**config.mk**
```make
export PLATFORM = sky130hd
export DESIGN_NAME = vout_underrun_conceal
export DESIGN_NICKNAME = d
export VERILOG_FILES = /design/src/rtl/vuc_pkg.sv /design/src/rtl/vuc_rise.sv /design/src/rtl/vuc_miss_ctr.sv /design/src/rtl/vuc_fill_sel.sv /design/src/rtl/vout_underrun_conceal.sv
export SDC_FILE = /design/constraint.sdc
export NUM_CORES = 1
export LEC_CHECK = 0
export ABC_CLOCK_PERIOD_IN_PS = 6350
export CORE_ASPECT_RATIO = 0.5
export CORE_MARGIN = 3
export CORE_UTILIZATION = 55
export DETAILED_ROUTE_END_ITERATION = 10
export GPL_TIMING_DRIVEN = 0
export PLACE_DENSITY = 0.82
export SLEW_MARGIN = 10
export SYNTH_ARGS = -nofsm -noshare
export SYNTH_HDL_FRONTEND = slang
export SYNTH_SLANG_ARGS = --single-unit
```
**constraint.sdc**
```tcl
create_clock -name clk -period 6.35 [get_ports clk]
set_clock_uncertainty 0.1 [all_clocks]
set_input_delay 1.27 -clock clk [delete_from_list [all_inputs] [get_ports clk]]
set_output_delay 1.27 -clock clk [all_outputs]
set_load 0.03 [all_outputs]
```
**src/rtl/vuc_pkg.sv**
```systemverilog
`timescale 1ns/1ps
package vuc_pkg;
    typedef enum logic [1:0] {
        ST_IDLE,
        ST_OFFSET,
        ST_ACTIVE,
        ST_FLUSH
    } vuc_state_e;

    localparam logic [7:0] GREY_LUMA   = 8'h10;
    localparam logic [7:0] GREY_CHROMA = 8'h80;
endpackage

```
**src/rtl/vuc_rise.sv**
```systemverilog
`timescale 1ns/1ps
module vuc_rise #(
    parameter int N = 2
) (
    input  logic         clk,
    input  logic         rst_n,
    input  logic [N-1:0] lvl,
    output logic [N-1:0] rise
);
    logic [N-1:0] lvl_q;

    for (genvar i = 0; i < N; i++) begin : g_bit
        always_ff @(posedge clk or negedge rst_n) begin
            if (!rst_n) lvl_q[i] <= 1'b0;
            else        lvl_q[i] <= lvl[i];
        end
    end

    assign rise = lvl & ~lvl_q;
endmodule

```
**src/rtl/vuc_miss_ctr.sv**
```systemverilog
`timescale 1ns/1ps
module vuc_miss_ctr #(
    parameter int W = 6
) (
    input  logic         clk,
    input  logic         rst_n,
    input  logic         clr,
    input  logic         inc,
    input  logic         dec,
    output logic         pending
);
    localparam logic [W-1:0] MAXV = '1;
    logic [W-1:0] cnt;

    always_ff @(posedge clk or negedge rst_n) begin
        if (!rst_n)                             cnt <= '0;
        else if (clr)                           cnt <= '0;
        else if (inc && !dec && cnt != MAXV)    cnt <= cnt + 1'b1;
        else if (dec && !inc && cnt != '0)      cnt <= cnt - 1'b1;
    end

    assign pending = (cnt != '0);
endmodule

```
**src/rtl/vuc_fill_sel.sv**
```systemverilog
`timescale 1ns/1ps
module vuc_fill_sel
    import vuc_pkg::*;
#(
    parameter int DW = 8
) (
    input  logic          hold,
    input  logic          odd,
    input  logic [DW-1:0] last_pix,
    output logic [DW-1:0] fill
);
    always_comb begin
        if (hold)     fill = last_pix;
        else if (odd) fill = DW'(GREY_LUMA);
        else          fill = DW'(GREY_CHROMA);
    end
endmodule

```
**src/rtl/vout_underrun_conceal.sv**
```systemverilog
`timescale 1ns/1ps
module vout_underrun_conceal
    import vuc_pkg::*;
#(
    parameter int DW     = 8,
    parameter int OFF_W  = 8,
    parameter int PIX_W  = 12,
    parameter int MISS_W = 6
) (
    input  logic             clk,
    input  logic             rst_n,
    input  logic             vs_in,
    input  logic             hs_in,
    input  logic             fid_in,
    input  logic             line_mem_mode,
    input  logic             fill_hold,
    input  logic [OFF_W-1:0] h_offset,
    input  logic [PIX_W-1:0] line_pixels,
    input  logic             fifo_empty,
    input  logic [DW-1:0]    fifo_data,
    output logic             fifo_rd,
    output logic [DW-1:0]    pix_data,
    output logic             pix_qual,
    output logic             field_tag
);
    vuc_state_e       state, nxt;
    logic             ph;
    logic [OFF_W-1:0] ocnt;
    logic [PIX_W-1:0] pcnt;
    logic             got;
    logic [1:0]       rises;
    logic             vs_rise, hs_rise, sync_evt;
    logic             slot0, slot1;
    logic             miss_pend, miss_inc, miss_dec, miss_clr;
    logic             line_done;
    logic [DW-1:0]    fill_val;

    vuc_rise #(.N(2)) u_rise (
        .clk   (clk),
        .rst_n (rst_n),
        .lvl   ({vs_in, hs_in}),
        .rise  (rises)
    );
    assign vs_rise  = rises[1];
    assign hs_rise  = rises[0];
    assign sync_evt = vs_rise | hs_rise;

    assign slot0 = (state == ST_ACTIVE) && !ph;
    assign slot1 = (state == ST_ACTIVE) && ph;

    always_comb begin
        fifo_rd = 1'b0;
        if (!sync_evt && !fifo_empty) begin
            if (slot0)                                      fifo_rd = 1'b1;
            else if (slot1 && !line_mem_mode && miss_pend)  fifo_rd = 1'b1;
            else if (state == ST_FLUSH)                     fifo_rd = 1'b1;
        end
    end

    assign miss_inc = slot0 && fifo_empty && !line_mem_mode;
    assign miss_dec = slot1 && fifo_rd;
    assign miss_clr = sync_evt || (state != ST_ACTIVE);

    vuc_miss_ctr #(.W(MISS_W)) u_miss (
        .clk     (clk),
        .rst_n   (rst_n),
        .clr     (miss_clr),
        .inc     (miss_inc),
        .dec     (miss_dec),
        .pending (miss_pend)
    );

    vuc_fill_sel #(.DW(DW)) u_fill (
        .hold     (fill_hold),
        .odd      (pcnt[0]),
        .last_pix (pix_data),
        .fill     (fill_val)
    );

    assign line_done = slot1 && (got || !line_mem_mode)
                       && (pcnt == line_pixels - 1'b1);

    always_comb begin
        nxt = state;
        unique case (state)
            ST_IDLE:   nxt = ST_IDLE;
            ST_OFFSET: if (ph && ocnt == h_offset - 1'b1) nxt = ST_ACTIVE;
            ST_ACTIVE: if (line_done) nxt = ST_FLUSH;
            ST_FLUSH:  if (fifo_empty) nxt = ST_IDLE;
        endcase
        if (vs_rise)      nxt = ST_IDLE;
        else if (hs_rise) nxt = (h_offset == '0) ? ST_ACTIVE : ST_OFFSET;
    end

    // State register and line counters
    always_ff @(posedge clk or negedge rst_n) begin
        if (!rst_n) begin
            state <= ST_IDLE;
            ph    <= 1'b0;
            ocnt  <= '0;
            pcnt  <= '0;
            got   <= 1'b0;
        end else begin
            state <= nxt;
            if (sync_evt) begin
                ph   <= 1'b0;
                ocnt <= '0;
                pcnt <= '0;
                got  <= 1'b0;
            end else begin
                ph  <= (state == ST_OFFSET || state == ST_ACTIVE) ? ~ph : 1'b0;
                got <= slot0 && !fifo_empty;
                if (state == ST_OFFSET && ph)
                    ocnt <= ocnt + 1'b1;
                if (slot1 && (got || !line_mem_mode))
                    pcnt <= pcnt + 1'b1;
            end
        end
    end

    // Output register
    always_ff @(posedge clk or negedge rst_n) begin
        if (!rst_n) begin
            pix_data  <= '0;
            pix_qual  <= 1'b0;
            field_tag <= 1'b0;
        end else begin
            pix_qual <= 1'b0;
            if (vs_rise)
                field_tag <= fid_in;
            if (!sync_evt && slot1) begin
                if (got) begin
                    pix_data <= fifo_data;
                    pix_qual <= 1'b1;
                end else if (!line_mem_mode) begin
                    pix_data <= fill_val;
                    pix_qual <= 1'b1;
                end
            end
        end
    end
endmodule

```
==> flow_summary.ini, run 1 <==
[global_routing]
grt_max_degree = 38
gr-total-overflow = 0
first_global_vias = 2422
antenna_found_initial = 0
grt_util_all_layers = 0.235
grt_pass1_wl_um = 11300

[power_and_ir_drop]
ir_drop_mv = 0.131
power_leakage_nw = 1.48
powerDensity_mw_per_mm2 = 206

[logic_synthesis]
synth_nets = 356
synth.ff_latch_count = 42
seq_area_frac_synth = 0.381
synth_top_cell_area_share = 0.381
synth.area.top_cells = dfrtp_1 (38%), xor2_1 (7.9%), nor2_1 (6.0%), xnor2_1 (5.4%), ha_1 (5.0%)
ys_warn_count = 0
synth_compound_area_frac = 0.131
synth_flop_cell = dfrtp_1
synth_area_mm2 = 0.00276
ys_types = 50
postSynthAreaPerCell_um2 = 8.95
synthTopCellsByCount = nor2_1 (44), dfrtp_1 (42), xor2_1 (25)
synth_top_family_by_area = simple AND/OR/NAND/NOR gates
synth.most_common_cell = nor2_1
syn_inst = 308
synth-adder-area-share = 0.0572
synth_edf_count = 0
muxShareOfSynthArea = 0.0186
ys_async_sr_fraction = 1.00
synth_xor_area_frac = 0.134
synth-simple-area-share = 0.251
yosys.area.top_type = dfrtp_1

[place]
place_congestion = 0.873
port-buffer-count = 46
dp_hpwl_um = 5140

[clocking]
postCtsResizedCells = 0
clkTransAtPathRegs_ns = 0.08
clock_sinks = 42
clockRootBuffer = clkbuf_8
h-tree-depth = 2
worstSkewPairLatency_ns = 0.29
cts_tree = yes
cts_setup_buffers = 0
cts_buffer_depth = 2
cts-buffers-inserted = 5
cts_hold_buf = 0

[drt]
drc_errors = 0
wl_met3_um = 344
wl_met1_um = 3260
wl_met2_um = 3020
vias_per_cell = 5.78
dr.max_layer_used = met4
wl_per_cell_um = 15.6
routed_wirelength_um = 6680
vias = 2478
first_iter_violations = 131
detail-route-antenna-nets = 0
drtPass1Iterations = 4

[setup_path]
r2r-end = u_miss.cnt[5]
crit_type = input port to output port
ff2ff_path_depth = 12
crit_path_max_fanout = 6
worstReg2RegStart = state[0]
end_kind = output port
worst-endpoint-required_ns = 4.98
r2r_slack_ns = 3.40
startpoint_type = input port
cp.arrival_ns = 2.92

[timing]
maxSlewViolCount = 0
setup_viol = 0
fin_crit_sh = 0.676
fin_crit_ns = 4.29
slew_headroom = 0.446
rsz0062_at_grt = false
worst_pin_slew_ns = 0.827
hold_violations = 0
max_freq_ghz = 0.233
tns_ns = 0

[floorplanning]
die_area_mm2 = 0.00595
dieHeight_um = 56.0
coreArea_mm2 = 0.00462
start_util = 0.597
rows = 17
die_x_um = 106
ios = 47

[cells_and_area]
nets = 410
area_growth_pct = 23.7
final_core_util = 0.738
drive_gt1_frac = 0.0468
antenna_cells = 0
n_fill_cell = 356

[outcome]
status = finished, final reports clean

[worst_hold_path]
hp-start = field_tag
holdPathStages = 2
min_to = field_tag
hp-class = flop to flop

[job]
maxCapViolations = 0
-- cell families (layout without fill, tap and decap cells) --
group           Yosys count  after routing
compound gates           54             54
xor+xnor                 42             42
fa+ha+maj                12             12
buf+inv                  20             75
flops                    42             42
mux                       5              5
simple gates            133            133
-- critical path: stages --
cell	delay, ns
clkdlybuf4s50_1	0.44
nand2b_1	0.15
nand2_1	0.16
nor3_1	0.20
clkdlybuf4s50_1	0.70
-- cell usage in the layout (no fill, tap or decap), types with 4 or more instances in the layout --
master and n:
ha_1 11, nor3_1 8, nand2_1 17, nand2b_1 4
clkbuf_8 6, nor2b_1 4, inv_1 16, dfrtp_1 42
nand4_1 6, mux2i_1 4, nor2_1 44, xor2_1 25
xnor2_1 17, o21ai_0 7, and3_1 5, clkdlybuf4s50_1 45
nand3_1 20, a21oi_1 17, a22o_1 6, clkbuf_1 4
-- worst max-delay path by stage --
stage / start / to / slack, ns / depth (start not counted)
floorplan: vs_in / fifo_rd / 2.78 / 3
global placement: vs_in / fifo_rd / 2.07 / 5
detailed placement: line_pixels[0] / state[0] / 2.04 / 10
CTS: vs_in / fifo_rd / 2.04 / 5
global route: vs_in / fifo_rd / 1.93 / 5
finish: vs_in / fifo_rd / 2.06 / 5
-- routing by layer --
layer,vias up,GRT usage
li1,1205,-
met1,1200,0.320
met2,66,0.382
met3,7,0.0568
met4,0,0.0535
met5,-,0
-- state kept, by name, summed over array words and instances (netlist names) --
signal        flops
pcnt             12
ocnt              8
pix_data          8
u_miss.cnt        6
state             2
u_rise.lvl_q      2
field_tag         1
got               1
ph                1
pix_qual          1
-- final cells by class --
cell class / count / area, um^2 / share of cell area
inverters: 16 / 60.1 / 0.0176
flip-flops and latches: 42 / 1050 / 0.308
multi-input cells: 246 / 1630 / 0.478
plain buffers: 4 / 15.0 / 0.00441
repair buffers: 47 / 475 / 0.140
clock inverters: 2 / 12.5 / 0.00367
well taps: 66 / 82.6 / 0.0242
clock buffers: 6 / 82.6 / 0.0242
-- through the flow --
stage | total power (W) | hold slack (ns) | instance area, um^2 | worst slack [ns] | instances
finish | 0.000700 | 0.401 | 3410 | 2.06 | 429
floorplan | 0.000435 | 0.352 | 2760 | 2.78 | 308
CTS | 0.000704 | 0.399 | 3410 | 2.04 | 429
detailed placement | 0.000521 | 0.374 | 3310 | 2.04 | 421
global placement | 0.000509 | 0.365 | 3300 | 2.07 | 420
global route | 0.000739 | 0.412 | 3410 | 1.93 | 429
-- report_power, final --
| group | internal [W] | switching (W) |
|---|---|---|
| registers | 0.000288 | 0.0000155 |
| logic | 0.0000942 | 0.000121 |
| clock network | 0.0000875 | 0.0000945 |
No activity file was read; power rests on OpenSTA's default activity.
==> run 2, diff against run 1 <==
ABC_CLOCK_PERIOD_IN_PS = 3700   (was 6350)
CORE_UTILIZATION = 48   (was 55)
PLACE_DENSITY = 0.76   (was 0.82)
clock period = 3.7 ns   (was 6.35 ns; I/O delays follow)
==> run 2 against run 1 <==
Net effect: wire length up 3.5%; register-to-register slack worse by 2.7 ns; die area up 13%; cell area up 3.2%; global-route usage down 1.5 points; sequential power up 72%; combinational power up 72%; flip-flop and latch count unchanged; cell count up 0.93%; clock power rose to 3.2 times the previous value; critical endpoint is now state[0]; largest power group is now the clock network.
==> flow_summary.ini, run 2 (synthesis results as in run 1) <==
[clocking]
cts-buffers-inserted = 5
clock_sinks = 42
clockRootBuffer = clkbuf_16
worstSkewPairLatency_ns = 0.29
cts_setup_buffers = 0
cts_buffer_depth = 2
h-tree-depth = 2
clkTransAtPathRegs_ns = 0.06
cts_tree = yes

[setup_path]
ff2ff_path_depth = 12
cpPeakStageDelay_ns = 0.60
startpoint_type = input port
worst-endpoint-required_ns = 3.80
worstReg2RegStart = state[0]
crit_type = input port to flop
cp.arrival_ns = 3.62
end_kind = flop
r2r_slack_ns = 0.69
crit_path_max_fanout = 5
worstPathCellList = clkdlybuf4s50_1 > inv_1 > ha_1 > or3b_2 > o21ai_1 > or4b_2 > nand3_1 > a21oi_1 > nor3_4 > mux2i_1
critPathSlowestCell = or4b_2
r2r-end = u_miss.cnt[5]

[floorplanning]
die_area_mm2 = 0.00674
die_x_um = 113
ios = 47
dieHeight_um = 59.6
start_util = 0.527
coreArea_mm2 = 0.00523
rows = 18

[cells_and_area]
seqCellArea_mm2 = 0.00105
reg_top3 = pcnt: 12 flops, ocnt: 8 flops, pix_data: 8 flops
multi_input_area_mm2 = 0.00163
antenna_cells = 0
n_fill_cell = 416
regMostFlops = pcnt
mostFrequentLayoutCell = clkdlybuf4s50_1
largest_reg_flops = 12
post-route-cell-area_mm2 = 0.00352
nets = 410
final_core_util = 0.673
drive_gt1_frac = 0.0468
mostFrequentLayoutCells = clkdlybuf4s50_1 (45), nor2_1 (44), dfrtp_1 (42)
area_growth_pct = 27.7

[global_routing]
grt_max_degree = 28
first_global_vias = 2592
grt_util_all_layers = 0.220
antenna_found_initial = 0
gr-total-overflow = 0
grt_pass1_wl_um = 11800

[place]
place_congestion = 0.898
port-buffer-count = 46
dp_hpwl_um = 5270
dpl-instance-area_mm2 = 0.00332
dp_slack_ns = -0.125

[timing]
maxSlewViolCount = 0
hold_violations = 0
fin_crit_ns = 3.52
max_freq_ghz = 0.284
setup_viol = 0
setup_ws_ns = 0.182
fin_crit_sh = 0.951
worst_pin_slew_ns = 0.827
slew_headroom = 0.444
rsz0062_at_grt = false
hold_ws_ns = 0.278

[power_and_ir_drop]
power_leakage_nw = 1.53
ir_drop_mv = 0.245
powerDensity_mw_per_mm2 = 419
finalPower_w = 0.00148

[worst_hold_path]
hp-class = input port to asynchronous set/reset pin

[outcome]
status = finished, final reports clean

[drt]
detail-route-antenna-nets = 0
drc_errors = 0
vias = 2493
drtPass1Iterations = 4
wl_per_cell_um = 16.0
vias_per_cell = 5.76
routed_wirelength_um = 6920
first_iter_violations = 110

[job]
maxCapViolations = 0
[run 2: metrics by stage]
| stage | cells | setup TNS [ns] |
|---|---|---|
| floorplan | 308 | 0 |
| global placement | 424 | 0 |
| detailed placement | 425 | -0.199 |
| CTS | 433 | 0 |
| global route | 433 | 0 |
| finish | 433 | 0 |
[run 2: area by class of cell]
| type | count | area share |
|---|---|---|
| tap | 70 | 0.0249 |
| timing repair buffer | 47 | 0.135 |
| clock inverter | 2 | 0.0171 |
| sequential | 42 | 0.299 |
| clock buffer | 6 | 0.0395 |
| multi-input combinational | 246 | 0.463 |
| inverter | 16 | 0.0171 |
| buffer | 4 | 0.00427 |
[run 2: how the worst max path moves through the flow]
stage | end | startpoint | slack, ns
final | state[0] | line_pixels[0] | 0.18
after floorplan | state[0] | line_pixels[0] | 0.75
after detailed placement | state[0] | line_pixels[0] | -0.13
after CTS | state[0] | line_pixels[0] | 0.16
after global routing | state[0] | line_pixels[0] | 0.02
after global placement | state[0] | line_pixels[0] | 0.01
[run 2: worst max-delay path: cells and delay by family]
family | cells | cell delay [ns]
AO/OA/AOI/OAI | 2 | 0.32
adder cells (fa/ha/maj) | 1 | 0.23
AND/OR/NAND/NOR | 4 | 1.47
multiplexers | 1 | 0.24
buffers and inverters | 2 | 0.61
[run 2: what timing repair did]
| item | 4_1_cts | 5_1_grt |
|---|---|---|
| resized for setup | 0 | 1 |
| endpoints found under the hold margin | 0 | 0 |
| endpoints found under the setup margin | 0 | 1 |
| hold buffers | 0 | 0 |
[run 2: power breakdown]
part	switching, W	leakage, nW	internal (W)
combinational	0.000208	0.868	0.000161
clock	0.000181	0.0971	0.000405
sequential	0.0000258	0.564	0.000495
total	0.000414	1.53	0.00106
[run 2: per-layer routing]
metal,GRT usage,vias up,part of all wire,wire length (um)
li1,-,1208,-,-
met4,0.0805,0,0.016,108
met1,0.275,1206,0.44,3020
met5,0,-,0,0
met2,0.379,66,0.49,3400
met3,0.0530,13,0.055,380
==> run 3, diff against run 2 <==
ABC_CLOCK_PERIOD_IN_PS = 2920   (was 3700)
CORE_UTILIZATION = 55   (was 48)
DONT_BUFFER_PORTS = 1   (was not set)
PLACE_DENSITY = 0.73   (was 0.76)
SKIP_CTS_REPAIR_TIMING = 1   (was not set)
clock period = 2.92 ns   (was 3.7 ns; I/O delays follow)
==> run 3 against run 2 <==
Net effect: power down 2.6%; first-iteration DRC count up 38%; cell area down 15%; highest routed layer unchanged; critical endpoint is now u_miss.cnt[5]; cell count down 12%; die area down 12%; global-route usage up 0.23 points; combinational power down 8.4%; count of clock-buffer cells in the layout up 1; via count down 7.3%; critical path depth up 2; setup slack worse by 0.031 ns.
==> flow_summary.ini, run 3 (synthesis results as in run 1) <==
[global_routing]
gr-total-overflow = 0
first_global_vias = 2272
antenna_found_initial = 0
grt_util_all_layers = 0.222
grt_max_degree = 43
grt_pass1_wl_um = 10600

[timing]
max_freq_ghz = 0.361
slew_headroom = 0.358
rsz0062_at_grt = false
hold_violations = 0
setup_viol = 0
fin_crit_ns = 2.77
fin_crit_sh = 0.948
tns_ns = 0
worst_pin_slew_ns = 0.956
maxSlewViolCount = 0

[drt]
first_iter_violations = 152
vias_per_cell = 6.03
routed_wirelength_um = 6450
wl_per_cell_um = 16.8
drc_errors = 0
detail-route-antenna-nets = 0
drtPass1Iterations = 5
vias = 2311

[clocking]
worstSkewPairLatency_ns = 0.30
cts-buffers-inserted = 5
clockRootBuffer = clkbuf_8
cts_buffer_depth = 2
h-tree-depth = 2
clock_sinks = 42
cts_tree = yes
clkTransAtPathRegs_ns = 0.09

[setup_path]
ff2ff_path_depth = 12
startpoint_type = flop
cp.arrival_ns = 2.85
crit_type = flop to flop
r2r_slack_ns = 0.15
end_kind = flop
startpoint = state[0]
worst-endpoint-required_ns = 3.00
r2r-end = u_miss.cnt[5]
crit_path_max_fanout = 6
worstReg2RegStart = state[0]

[place]
place_congestion = 0.905
port-buffer-count = 0
dp_hpwl_um = 4870

[floorplanning]
coreArea_mm2 = 0.00462
rows = 17
die_x_um = 106
die_area_mm2 = 0.00595
start_util = 0.597
dieHeight_um = 56.0
ios = 47

[cells_and_area]
mostFrequentLayoutCell = nor2_1
regMostFlops = pcnt
final_core_util = 0.649
multi_input_area_mm2 = 0.00167
nets = 364
area_growth_pct = 8.72
seqCellArea_mm2 = 0.00105
antenna_cells = 0
drive_gt1_frac = 0.0631
largest_reg_flops = 12
n_fill_cell = 381
reg_top3 = pcnt: 12 flops, ocnt: 8 flops, pix_data: 8 flops
mostFrequentLayoutCells = nor2_1 (44), dfrtp_1 (42), xor2_1 (25)

[power_and_ir_drop]
switching_share = 0.333
p_switching_w = 0.000479
internal_power_w = 0.000958
seqPwrFrac = 0.487
powerDensity_mw_per_mm2 = 480
ir_drop_mv = 0.288
p_comb_frac = 0.235
pwr-share-clk = 0.278
power_leakage_nw = 1.31

[job]
maxCapViolations = 0

[worst_hold_path]
hp-class = input port to asynchronous set/reset pin

[outcome]
status = finished, final reports clean
run 3: changes by cell type in the layout (fill, tap and decap cells not counted), moves of 2 or more:
cell             before  now
clkbuf_16             5    0
clkdlybuf4s50_1      45    0
clkbuf_8              1    6
a21oi_2               0    2
bufinv_16             2    0
a21oi_1              17   15
run 3: critical path, cell delays in order, from the launching register on:
cell      delay (ns)
dfrtp_1         0.42
inv_1           0.09
ha_2            0.23
nor4bb_4        0.26
o31ai_4         0.17
ha_1            0.30
a21o_1          0.19
a21oi_2         0.17
o21bai_1        0.09
a21oi_1         0.19
mux2i_1         0.24
xnor2_1         0.15
nor2_1          0.05
run 3: worst max-delay path by stage:
stage	slack, ns	endpoint	cells after the start
floorplan	0.13	state[0]	9
global placement	-0.05	state[1]	9
detailed placement	-0.19	state[1]	9
CTS	0.002	u_miss.cnt[5]	12
global route	0.02	u_miss.cnt[5]	12
finish	0.15	u_miss.cnt[5]	12
run 3: power groups by stage:
stage	clock [W]	combinational [W]	sequential (W)
after floorplan	0	0.000245	0.000700
after global placement	0	0.000289	0.000708
after detailed placement	0	0.000302	0.000710
after CTS	0.000406	0.000305	0.000699
after global routing	0.000436	0.000369	0.000706
final	0.000399	0.000338	0.000700
run 3: layer usage:
| layer | vias to the layer above | GRT usage | wire length (um) |
|---|---|---|---|
| li1 | 1110 | - | - |
| met1 | 1126 | 0.284 | 2820 |
| met2 | 65 | 0.378 | 3150 |
| met3 | 10 | 0.0556 | 402 |
| met4 | 0 | 0.0609 | 74 |
| met5 | - | 0 | 0 |
run 3: area by class of cell:
cell class	instances	area share
buffer	4	0.00501
clock buffer	7	0.0288
clock inverter	1	0.00167
inverter	16	0.0201
multi-input combinational	246	0.557
sequential	42	0.351
tap	66	0.0276
timing repair buffer	1	0.00919
run 3: per-stage QoR:
stage	total power (W)	cells	hold WS, ns	setup WS, ns	area, um^2
floorplan	0.000945	308	0.188	0.125	2760
global placement	0.000998	374	0.190	-0.0500	2840
finish	0.00144	383	0.00995	0.151	3000
detailed placement	0.00101	374	0.190	-0.195	2840
CTS	0.00141	382	-0.144	0.00158	2930
global route	0.00151	383	0.0107	0.0154	3000
